==> config.mk <==
export PLATFORM = sky130hd
export DESIGN_NAME = pwr_domain_ctrl
export DESIGN_NICKNAME = d
export VERILOG_FILES = /design/src/rtl/pdc_pkg.sv /design/src/rtl/pdc_regs.sv /design/src/rtl/pdc_domain_fsm.sv /design/src/rtl/pdc_irq.sv /design/src/rtl/pwr_domain_ctrl.sv
export SDC_FILE = /design/constraint.sdc
export NUM_CORES = 1
export LEC_CHECK = 0
export CORE_ASPECT_RATIO = 2
export CORE_MARGIN = 5
export CORE_UTILIZATION = 52
export DETAILED_ROUTE_END_ITERATION = 10
export HOLD_SLACK_MARGIN = 0.03
export PLACE_DENSITY = 0.89
export SKIP_LAST_GASP = 1
export SLEW_MARGIN = 20
export SYNTH_ARGS = -nofsm -noshare
export SYNTH_HDL_FRONTEND = slang
export SYNTH_SLANG_ARGS = --single-unit
==> constraint.sdc <==
create_clock -name clk -period 2.5 [get_ports clk]
set_clock_uncertainty 0.1 [all_clocks]
set_input_delay 0.75 -clock clk [delete_from_list [all_inputs] [get_ports clk]]
set_output_delay 0.75 -clock clk [all_outputs]
set_load 0.02 [all_outputs]
==> src/rtl/pdc_pkg.sv <==
package pdc_pkg;

    localparam int ADDR_W = 6;

    localparam logic [ADDR_W-1:0] OFS_UP     = 6'h00;
    localparam logic [ADDR_W-1:0] OFS_DOWN   = 6'h04;
    localparam logic [ADDR_W-1:0] OFS_STAT   = 6'h08;
    localparam logic [ADDR_W-1:0] OFS_MASK   = 6'h0C;
    localparam logic [ADDR_W-1:0] OFS_RAW    = 6'h10;
    localparam logic [ADDR_W-1:0] OFS_MSKD   = 6'h14;
    localparam logic [ADDR_W-1:0] OFS_CLR    = 6'h18;
    localparam logic [ADDR_W-1:0] OFS_DELAY  = 6'h1C;
    localparam logic [ADDR_W-1:0] OFS_MASTER = 6'h24;

    typedef enum logic [2:0] {
        DS_AWAKE     = 3'd0,
        DS_GO_DOWN   = 3'd1,
        DS_SETTLE_DN = 3'd2,
        DS_ASLEEP    = 3'd3,
        DS_GO_UP     = 3'd4,
        DS_SETTLE_UP = 3'd5
    } dom_state_e;

endpackage

==> src/rtl/pdc_regs.sv <==
module pdc_regs
    import pdc_pkg::*;
#(
    parameter int N_DOM = 3,
    parameter int DLY_W = 8
) (
    input  logic              clk,
    input  logic              rst_n,
    input  logic              bus_wr,
    input  logic [ADDR_W-1:0] bus_addr,
    input  logic [31:0]       bus_wdata,
    output logic [31:0]       bus_rdata,
    input  logic [N_DOM-1:0]  sleep_stat_i,
    input  logic [N_DOM-1:0]  irq_raw_i,
    output logic [N_DOM-1:0]  up_cmd_o,
    output logic [N_DOM-1:0]  dn_cmd_o,
    output logic [N_DOM-1:0]  clr_cmd_o,
    output logic [N_DOM-1:0]  irq_mask_o,
    output logic [DLY_W-1:0]  delay_o
);

    typedef struct packed {
        logic [N_DOM-1:0] mask;
        logic [DLY_W-1:0] delay;
    } regs_t;

    regs_t r_d, r_q;

    logic [N_DOM-1:0] wmask;
    logic             unused_wdata;

    assign wmask        = bus_wdata[N_DOM-1:0];
    assign unused_wdata = ^bus_wdata;

    always_comb begin
        r_d       = r_q;
        up_cmd_o  = '0;
        dn_cmd_o  = '0;
        clr_cmd_o = '0;
        if (bus_wr) begin
            case (bus_addr)
                OFS_UP:     up_cmd_o  = wmask;
                OFS_DOWN:   dn_cmd_o  = wmask;
                OFS_CLR:    clr_cmd_o = wmask;
                OFS_MASK:   r_d.mask  = wmask;
                OFS_DELAY:  r_d.delay = bus_wdata[DLY_W-1:0];
                OFS_MASTER: up_cmd_o  = {N_DOM{bus_wdata[0]}};
                default:    ;
            endcase
        end
    end

    always_comb begin
        bus_rdata = '0;
        case (bus_addr)
            OFS_STAT:  bus_rdata = 32'(sleep_stat_i);
            OFS_MASK:  bus_rdata = 32'(r_q.mask);
            OFS_RAW:   bus_rdata = 32'(irq_raw_i);
            OFS_MSKD:  bus_rdata = 32'(irq_raw_i & r_q.mask);
            OFS_DELAY: bus_rdata = 32'(r_q.delay);
            default:   bus_rdata = '0;
        endcase
    end

    always_ff @(posedge clk or negedge rst_n) begin
        if (!rst_n) r_q <= '0;
        else        r_q <= r_d;
    end

    assign irq_mask_o = r_q.mask;
    assign delay_o    = r_q.delay;

endmodule

==> src/rtl/pdc_domain_fsm.sv <==
module pdc_domain_fsm
    import pdc_pkg::*;
#(
    parameter int DLY_W = 8
) (
    input  logic             clk,
    input  logic             rst_n,
    input  logic             up_cmd_i,
    input  logic             dn_cmd_i,
    input  logic             ack_i,
    input  logic [DLY_W-1:0] delay_i,
    output logic             req_o,
    output logic             asleep_o,
    output logic             woke_o
);

    typedef struct packed {
        dom_state_e       state;
        logic [DLY_W-1:0] cnt;
    } fsm_t;

    fsm_t s_d, s_q;

    always_comb begin
        s_d    = s_q;
        woke_o = 1'b0;
        case (s_q.state)
            DS_AWAKE: begin
                if (dn_cmd_i) s_d.state = DS_GO_DOWN;
            end
            DS_GO_DOWN: begin
                if (!ack_i) begin
                    if (delay_i == '0) begin
                        s_d.state = DS_ASLEEP;
                    end else begin
                        s_d.state = DS_SETTLE_DN;
                        s_d.cnt   = delay_i - 1'b1;
                    end
                end
            end
            DS_SETTLE_DN: begin
                if (s_q.cnt == '0) s_d.state = DS_ASLEEP;
                else               s_d.cnt   = s_q.cnt - 1'b1;
            end
            DS_ASLEEP: begin
                if (up_cmd_i) s_d.state = DS_GO_UP;
            end
            DS_GO_UP: begin
                if (ack_i) begin
                    if (delay_i == '0) begin
                        s_d.state = DS_AWAKE;
                        woke_o    = 1'b1;
                    end else begin
                        s_d.state = DS_SETTLE_UP;
                        s_d.cnt   = delay_i - 1'b1;
                    end
                end
            end
            DS_SETTLE_UP: begin
                if (s_q.cnt == '0) begin
                    s_d.state = DS_AWAKE;
                    woke_o    = 1'b1;
                end else begin
                    s_d.cnt = s_q.cnt - 1'b1;
                end
            end
            default: s_d.state = DS_AWAKE;
        endcase
    end

    always_ff @(posedge clk or negedge rst_n) begin
        if (!rst_n) begin
            s_q.state <= DS_AWAKE;
            s_q.cnt   <= '0;
        end else begin
            s_q <= s_d;
        end
    end

    assign req_o    = (s_q.state == DS_AWAKE) || (s_q.state == DS_GO_UP) ||
                      (s_q.state == DS_SETTLE_UP);
    assign asleep_o = (s_q.state == DS_ASLEEP) || (s_q.state == DS_GO_UP) ||
                      (s_q.state == DS_SETTLE_UP);

endmodule

==> src/rtl/pdc_irq.sv <==
module pdc_irq #(
    parameter int N_DOM = 3
) (
    input  logic             clk,
    input  logic             rst_n,
    input  logic [N_DOM-1:0] woke_i,
    input  logic [N_DOM-1:0] clr_i,
    input  logic [N_DOM-1:0] mask_i,
    output logic [N_DOM-1:0] raw_o,
    output logic             irq_o
);

    typedef struct packed {
        logic [N_DOM-1:0] raw;
    } irq_t;

    irq_t i_d, i_q;

    always_comb begin
        i_d     = i_q;
        i_d.raw = (i_q.raw & ~clr_i) | woke_i;
    end

    always_ff @(posedge clk or negedge rst_n) begin
        if (!rst_n) i_q <= '0;
        else        i_q <= i_d;
    end

    assign raw_o = i_q.raw;
    assign irq_o = |(i_q.raw & mask_i);

endmodule

==> src/rtl/pwr_domain_ctrl.sv <==
module pwr_domain_ctrl
    import pdc_pkg::*;
#(
    parameter int N_DOM = 3,
    parameter int DLY_W = 8
) (
    input  logic              clk,
    input  logic              rst_n,
    input  logic              bus_wr,
    input  logic [ADDR_W-1:0] bus_addr,
    input  logic [31:0]       bus_wdata,
    output logic [31:0]       bus_rdata,
    output logic [N_DOM-1:0]  pwr_req_o,
    input  logic [N_DOM-1:0]  pwr_ack_i,
    output logic              irq_o
);

    logic [N_DOM-1:0] up_cmd;
    logic [N_DOM-1:0] dn_cmd;
    logic [N_DOM-1:0] clr_cmd;
    logic [N_DOM-1:0] irq_mask;
    logic [N_DOM-1:0] irq_raw;
    logic [N_DOM-1:0] sleep_stat;
    logic [N_DOM-1:0] up_done;
    logic [DLY_W-1:0] dly_val;

    pdc_regs #(.N_DOM(N_DOM), .DLY_W(DLY_W)) u_regs (
        .clk          (clk),
        .rst_n        (rst_n),
        .bus_wr       (bus_wr),
        .bus_addr     (bus_addr),
        .bus_wdata    (bus_wdata),
        .bus_rdata    (bus_rdata),
        .sleep_stat_i (sleep_stat),
        .irq_raw_i    (irq_raw),
        .up_cmd_o     (up_cmd),
        .dn_cmd_o     (dn_cmd),
        .clr_cmd_o    (clr_cmd),
        .irq_mask_o   (irq_mask),
        .delay_o      (dly_val)
    );

    for (genvar g = 0; g < N_DOM; g++) begin : g_dom
        pdc_domain_fsm #(.DLY_W(DLY_W)) u_fsm (
            .clk      (clk),
            .rst_n    (rst_n),
            .up_cmd_i (up_cmd[g]),
            .dn_cmd_i (dn_cmd[g]),
            .ack_i    (pwr_ack_i[g]),
            .delay_i  (dly_val),
            .req_o    (pwr_req_o[g]),
            .asleep_o (sleep_stat[g]),
            .woke_o   (up_done[g])
        );
    end

    pdc_irq #(.N_DOM(N_DOM)) u_irq (
        .clk    (clk),
        .rst_n  (rst_n),
        .woke_i (up_done),
        .clr_i  (clr_cmd),
        .mask_i (irq_mask),
        .raw_o  (irq_raw),
        .irq_o  (irq_o)
    );

endmodule

==> results of run 1 <==
worst max path at each step:
| stage | startpoint | end | slack [ns] | depth (start not counted) |
|---|---|---|---|---|
| floorplan | bus_addr[2] | bus_rdata[4] | 0.03 | 4 |
| global placement | bus_addr[1] | bus_rdata[2] | -0.89 | 8 |
| detailed placement | bus_addr[1] | bus_rdata[6] | -0.97 | 7 |
| CTS | bus_addr[5] | bus_rdata[6] | -0.1 | 7 |
| global route | bus_addr[0] | bus_rdata[2] | -0.15 | 8 |
| finish | bus_addr[0] | bus_rdata[2] | -0.12 | 8 |
cell type report:
cell class / count / share of cell area, %
sequential: 47 / 25.82
clock buffer: 6 / 3.049
multi-input combinational: 334 / 49.41
clock inverter: 1 / 0.1099
inverter: 20 / 1.648
timing repair buffer: 90 / 17.50
tap: 90 / 2.472
cells by family after synthesis:
family	count (synthesis)	synth area share [%]
buffers and inverters	68	10.25
AOI/OAI and AO/OA	128	24.84
DFF	47	32.56
and+or+nand+nor	158	25.08
muxes	13	3.983
xor gates and xnor gates	6	1.455
other	1	0.1038
adders and majority gates	5	1.732
state kept, by name (all words and copies together), names as in the netlist:
name,flops
g_dom.u_fsm.s_q,33
u_regs.irq_mask_o,3
u_regs.delay_o,8
u_irq.raw_o,3
report_power, final:
part	switching, mW	internal [mW]
Clock	0.281	0.391
Sequential	0.279	1.00
Combinational	1.19	0.934
routing by layer:
layer | global-route usage [%] | wire, um | share of wire (%)
met4 | 12.64 | 739 | 6.4
met2 | 40.88 | 5797 | 50
met5 | 0 | 0 | 0
met3 | 4.649 | 1029 | 8.9
met1 | 28.76 | 3992 | 35
timing repair:
item / CTS / global route
buffers inserted: 1 / 1
endpoints found under the setup margin: 12 / 15
cloned: 1 / 0
pin swaps: 8 / 6
gates resized for setup: 87 / 14
stage by stage:
| stage | power, mW | cells | util, % | setup WS [ns] | instance area [um2] |
|---|---|---|---|---|---|
| after global placement | 3.176 | 578 | 62.72 | -0.8912 | 4285 |
| final | 4.072 | 588 | 66.67 | -0.1157 | 4556 |
| after CTS | 3.981 | 587 | 66.01 | -0.09880 | 4511 |
| after global routing | 4.306 | 588 | 66.67 | -0.1473 | 4556 |
| after floorplan | 2.722 | 449 | - | 0.03086 | 3717 |
| after detailed placement | 3.279 | 578 | 62.72 | -0.9747 | 4285 |
cell usage in the layout (no fill, tap or decap), types with 7 or more instances in the layout:
master and count:
buf_6 11, a21oi_1 33, a31oi_1 7, dfrtp_1 47, or3_1 8, o22a_1 10
o21ai_0 17, nand2b_1 12, nor2_1 26, inv_1 20, nand2_1 37, conb_1 24
o22ai_1 7, clkdlybuf4s50_1 11, nand3_1 11, buf_4 54, nor3_1 7, mux2_2 11
==> results.json, run 1 <==
{
  "cts.sinks": 47,
  "clock_latency_ns": 0.29,
  "port_buffers": 31,
  "violations": "negative setup slack",
  "wl_per_cell_um": 19.66,
  "ctsHtreeMaxLevel": 2,
  "dieArea_um2": 8815,
  "whs_ns": 0.3241,
  "seqCellArea_um2": 1176,
  "syn2layout_area_growth_pct": 26.12,
  "min_period_ns": 2.616,
  "r2r_slack_ns": 0.08,
  "grt_pass1_vias": 3589,
  "antenna_found_initial": 0,
  "io_pins": 80,
  "drv_slew": 0,
  "yosysSeqAreaShare_pct": 32.56,
  "synth_common_cells": "47 x dfrtp_1, 39 x nand2_1, 33 x a21oi_1, 29 x buf_4, 26 x nor2_1",
  "gr-usage-all-layers_pct": 24.51,
  "max_stage_delay_ns": 0.21,
  "die_w_um": 68.94,
  "critPathBufInv": 3,
  "worstSetupPathType": "in2out",
  "outcome": "finished, violations left",
  "syn-cell-area_um2": 3612,
  "path_common_cell": "buf_6",
  "max-cap-violations": 0,
  "critPathArrivalTime_ns": 1.77,
  "final.setup.tns_ns": -0.7870,
  "overflow": 0,
  "hold_buffers": 0,
  "drive_above_1_share_pct": 26.51,
  "worst-path-max-fanout": 5,
  "initial_core_util_pct": 52.87,
  "drt_iter0_drc": 520,
  "synth_warnings": 0,
  "syn_area_per_cell_um2": 8.479,
  "worst_path_max_delay_cell": "nor3_4",
  "die_y_um": 127.9,
  "vias_per_cell": 6.429,
  "finalSetupViolCount": 8,
  "synth_top_area_cell": "dfrtp_1",
  "num_vias": 3780,
  "drt-total-wl_mm": 11.56,
  "multiInputGateArea_um2": 2251,
  "tightestPinTransition_ns": 0.5480,
  "path_cells": "buf_8 > nor3_4 > nand3_2 > nor2_4 > buf_6 > nand2_2 > o21ai_2 > buf_6",
  "cp_top_family": "simple AND/OR/NAND/NOR gates",
  "period_share_pct": 104.6,
  "worstPathRequired_ns": 1.65,
  "rr_endpoint": "g_dom[0].u_fsm.s_q[6]$_DFFE_PN0P_",
  "endpoint_kind": "output port",
  "grt_max_degree": 28,
  "root_buffer": "clkbuf_16",
  "ir_worst_vdd_uv": 523.1,
  "drc_errors": 0,
  "async_flop_share_pct": 100.0,
  "rsz0062_at_grt": "yes",
  "num_antenna_cells": 0,
  "antenna_left": 0,
  "final_hold_viol_count": 0,
  "synth_edf_count": 0,
  "synth.distinct_cells": 62,
  "drt_pre_antenna_iters": 7,
  "n_fill_cell": 486,
  "row_count": 43,
  "grt_pass1_wl_mm": 16.72,
  "start_kind": "input pin",
  "nets": 547,
  "cts_buffer_depth": 2,
  "cts_made_buffers": 5,
  "clk_pin_slew_ns": 0.06,
  "gp_congestion": 0.8878,
  "core-area_um2": 6833,
  "r2r_cells": 8,
  "synth-seq-cells": 47,
  "dp_hpwl_mm": 7.347,
  "max-slew-margin-rel_pct": 63.38,
  "fmax_mhz": 382.3,
  "cts_tree": "done",
  "layout_setup_ws_ns": -0.1157,
  "synth.most_common_cell": "dfrtp_1",
  "leakage_nw": 2.014,
  "regToRegStartpoint": "u_regs.delay_o[0]$_DFFE_PN0P_",
  "min_path_type": "in2async",
  "netlist.area_leader.share_pct": 32.56,
  "synth_ff_type": "dfrtp_1",
  "synth_area_leaders": "dfrtp_1 33%, buf_4 6.0%, a21oi_1 4.6%",
  "syn_inst": 426,
  "power.density_nw_per_um2": 893.9
}
No activity file was read; power rests on OpenSTA's default activity.
==> inputs of run 2 (changes only) <==
- ABC_AREA: default -> 1
- PLACE_DENSITY: 0.89 -> 0.88
==> run 2 against run 1 <==
The flow still finishes with violations (negative setup slack). Synthesized cell count up 42%. Global-route usage down 0.34 points. Critical path depth unchanged. Combinational power increased by 37%.
==> results.json, run 2 <==
{
  "violations": "negative setup slack",
  "drt_pre_antenna_iters": 5,
  "drc_errors": 0,
  "final.setup.tns_ns": -0.1288,
  "gp_congestion": 0.9725,
  "drv_slew": 0,
  "fin_cells": 767,
  "overflow": 0,
  "cts_made_buffers": 5,
  "drt_iter0_drc": 329,
  "final_area_um2": 4653,
  "outcome": "finished, violations left",
  "regMostFlops": "g_dom.u_fsm.s_q",
  "grt_pass1_wl_mm": 18.29,
  "grt_pass1_vias": 4262,
  "fmax_mhz": 389.8,
  "cts_tree": "done",
  "initial_core_util_pct": 53.00,
  "regToRegStartpoint": "u_regs.delay_o[0]$_DFFE_PN0P_",
  "antenna_left": 0,
  "power.density_nw_per_um2": 1079,
  "ir_worst_vdd_uv": 994.2,
  "yosysSeqAreaShare_pct": 30.77,
  "synth_common_cells": "206 x nand2_1, 70 x inv_1, 66 x nor2_1, 59 x nand3_1, 47 x dfrtp_1",
  "hold_path_depth": 2,
  "drt-total-wl_mm": 11.93,
  "leakage_nw": 2.489,
  "r2r_slack_ns": 0.35,
  "worstSetupPathType": "in2out",
  "ctsHtreeMaxLevel": 2,
  "postPlaceCellArea_um2": 4292,
  "max_stage_delay_ns": 0.17,
  "largest_reg_flops": 33,
  "tightestPinTransition_ns": 0.6172,
  "grt_max_degree": 48,
  "worstPathRequired_ns": 1.65,
  "final_cell_mix": "200 x nand2_1, 63 x inv_1, 58 x nand3_1, 57 x nor2_1, 47 x dfrtp_1",
  "num_antenna_cells": 0,
  "cts_buffer_depth": 2,
  "core-area_um2": 7212,
  "synth_ff_type": "dfrtp_1",
  "vias_per_cell": 5.608,
  "layout_setup_ws_ns": -0.06550,
  "worst-path-max-fanout": 4,
  "synth_warnings": 0,
  "synth_edf_count": 0,
  "syn2layout_area_growth_pct": 21.73,
  "rr_endpoint": "g_dom[2].u_fsm.s_q[4]$_DFFE_PN0P_",
  "die_w_um": 70.63,
  "synth.distinct_cells": 33,
  "synth_area_leaders": "dfrtp_1 31%, nand2_1 20%, nand3_1 7.7%",
  "gr-usage-all-layers_pct": 24.16,
  "hold_buffers": 0,
  "clk_pin_slew_ns": 0.07,
  "synth-seq-cells": 47,
  "final_hold_viol_count": 0,
  "async_flop_share_pct": 100.0,
  "clock_latency_ns": 0.30,
  "antenna_found_initial": 0,
  "final_common_cell": "nand2_1",
  "max-slew-margin-rel_pct": 58.85,
  "worst_path_max_delay_cell": "nor2_4",
  "num_vias": 4301,
  "syn-cell-area_um2": 3822,
  "synth.most_common_cell": "nand2_1",
  "cp_top_family": "simple AND/OR/NAND/NOR gates",
  "critPathArrivalTime_ns": 1.72,
  "wl_per_cell_um": 15.56,
  "finalSetupViolCount": 3,
  "n_fill_cell": 596,
  "max-cap-violations": 0,
  "critPathBufInv": 3,
  "syn_inst": 607,
  "min_path_type": "reg2reg",
  "path_cells": "buf_4 > nand2_2 > nor2_4 > nand2_4 > o21ai_2 > inv_1 > nand4_1 > buf_6",
  "synth_top_area_cell": "dfrtp_1",
  "period_share_pct": 102.6,
  "dp_hpwl_mm": 8.350,
  "netlist.area_leader.share_pct": 30.77,
  "cts.sinks": 47,
  "die_y_um": 131.3,
  "worstHoldStart": "g_dom[0].u_fsm.s_q[6]$_DFFE_PN0P_",
  "row_count": 44,
  "dieArea_um2": 9270,
  "drive_above_1_share_pct": 18.37,
  "r2r_cells": 9,
  "io_pins": 80,
  "endpoint_kind": "output port",
  "nets": 723,
  "min_period_ns": 2.566,
  "root_buffer": "clkbuf_16",
  "syn_area_per_cell_um2": 6.297,
  "whs_endpoint": "g_dom[0].u_fsm.s_q[6]$_DFFE_PN0P_",
  "start_kind": "input pin",
  "place_inst": 749,
  "port_buffers": 31
}
[run 2: cell type report]
class / count / area [um2] / share of cell area (%)
multi-input combinational: 469 / 2258 / 48.53
sequential: 47 / 1176 / 25.28
timing repair buffer: 73 / 634.4 / 13.63
inverter: 78 / 295.3 / 6.346
clock buffer: 6 / 138.9 / 2.985
tap: 92 / 115.1 / 2.474
clock inverter: 2 / 35.03 / 0.7529
[run 2: worst max path at each step]
stage	depth (start not counted)	from	slack, ns	to
2_1_floorplan	4	bus_addr[1]	0.11	bus_rdata[1]
3_3_place_gp	10	bus_addr[4]	-0.81	bus_rdata[1]
3_5_place_dp	7	bus_addr[2]	-0.91	bus_rdata[5]
4_1_cts	8	bus_addr[1]	0.009	bus_rdata[2]
5_1_grt	8	bus_addr[2]	-0.09	bus_rdata[1]
6_report	8	bus_addr[2]	-0.07	bus_rdata[1]
[run 2: tightest hold or removal path: stages (launching register included)]
cell and delay, ns:
dfrtp_1 0.38, nand2_1 0.06, nand2_1 0.05
[run 2: cells by family after synthesis]
logic type | synth area share (%)
flip-flops | 30.77
AO/OA/AOI/OAI | 10.93
other | 0.09811
buffers and inverters | 14.93
adder cells (fa/ha/maj) | 1.637
AND/OR/NAND/NOR | 40.49
XOR/XNOR | 1.146
[run 2: power by group]
part | internal (mW) | total, mW | switching [mW] | leakage, nW
Combinational | 1.02 | 2.91 | 1.90 | 1.84
Clock | 0.498 | 0.804 | 0.306 | 0.0868
Sequential | 1.06 | 1.31 | 0.241 | 0.558
Total | 2.58 | 5.02 | 2.44 | 2.49
[run 2: repair_timing]
action / in CTS / in global routing
buffers inserted: 3 / 7
resized for setup: 100 / 25
endpoints found under the setup margin: 11 / 4
pin swaps: 12 / 13
[run 2: per-stage QoR]
step                utilization, %  hold slack (ns)  power [mW]  setup WS, ns
floorplan                        -           0.3544       3.465        0.1149
global placement             59.51           0.3858       4.000       -0.8090
detailed placement           59.51           0.3961       4.147       -0.9123
CTS                          62.84           0.4144       4.957      0.009137
global route                 64.52           0.4431       5.470      -0.08889
finish                       64.52           0.4152       5.023      -0.06550
[run 2: metal layers]
metal	part of all wire (%)	vias up	track usage, %
met5	0	-	0
met4	7.7	0	17.47
met3	5.3	81	3.440
met2	54	221	45.20
met1	33	1990	22.98
li1	-	2009	-
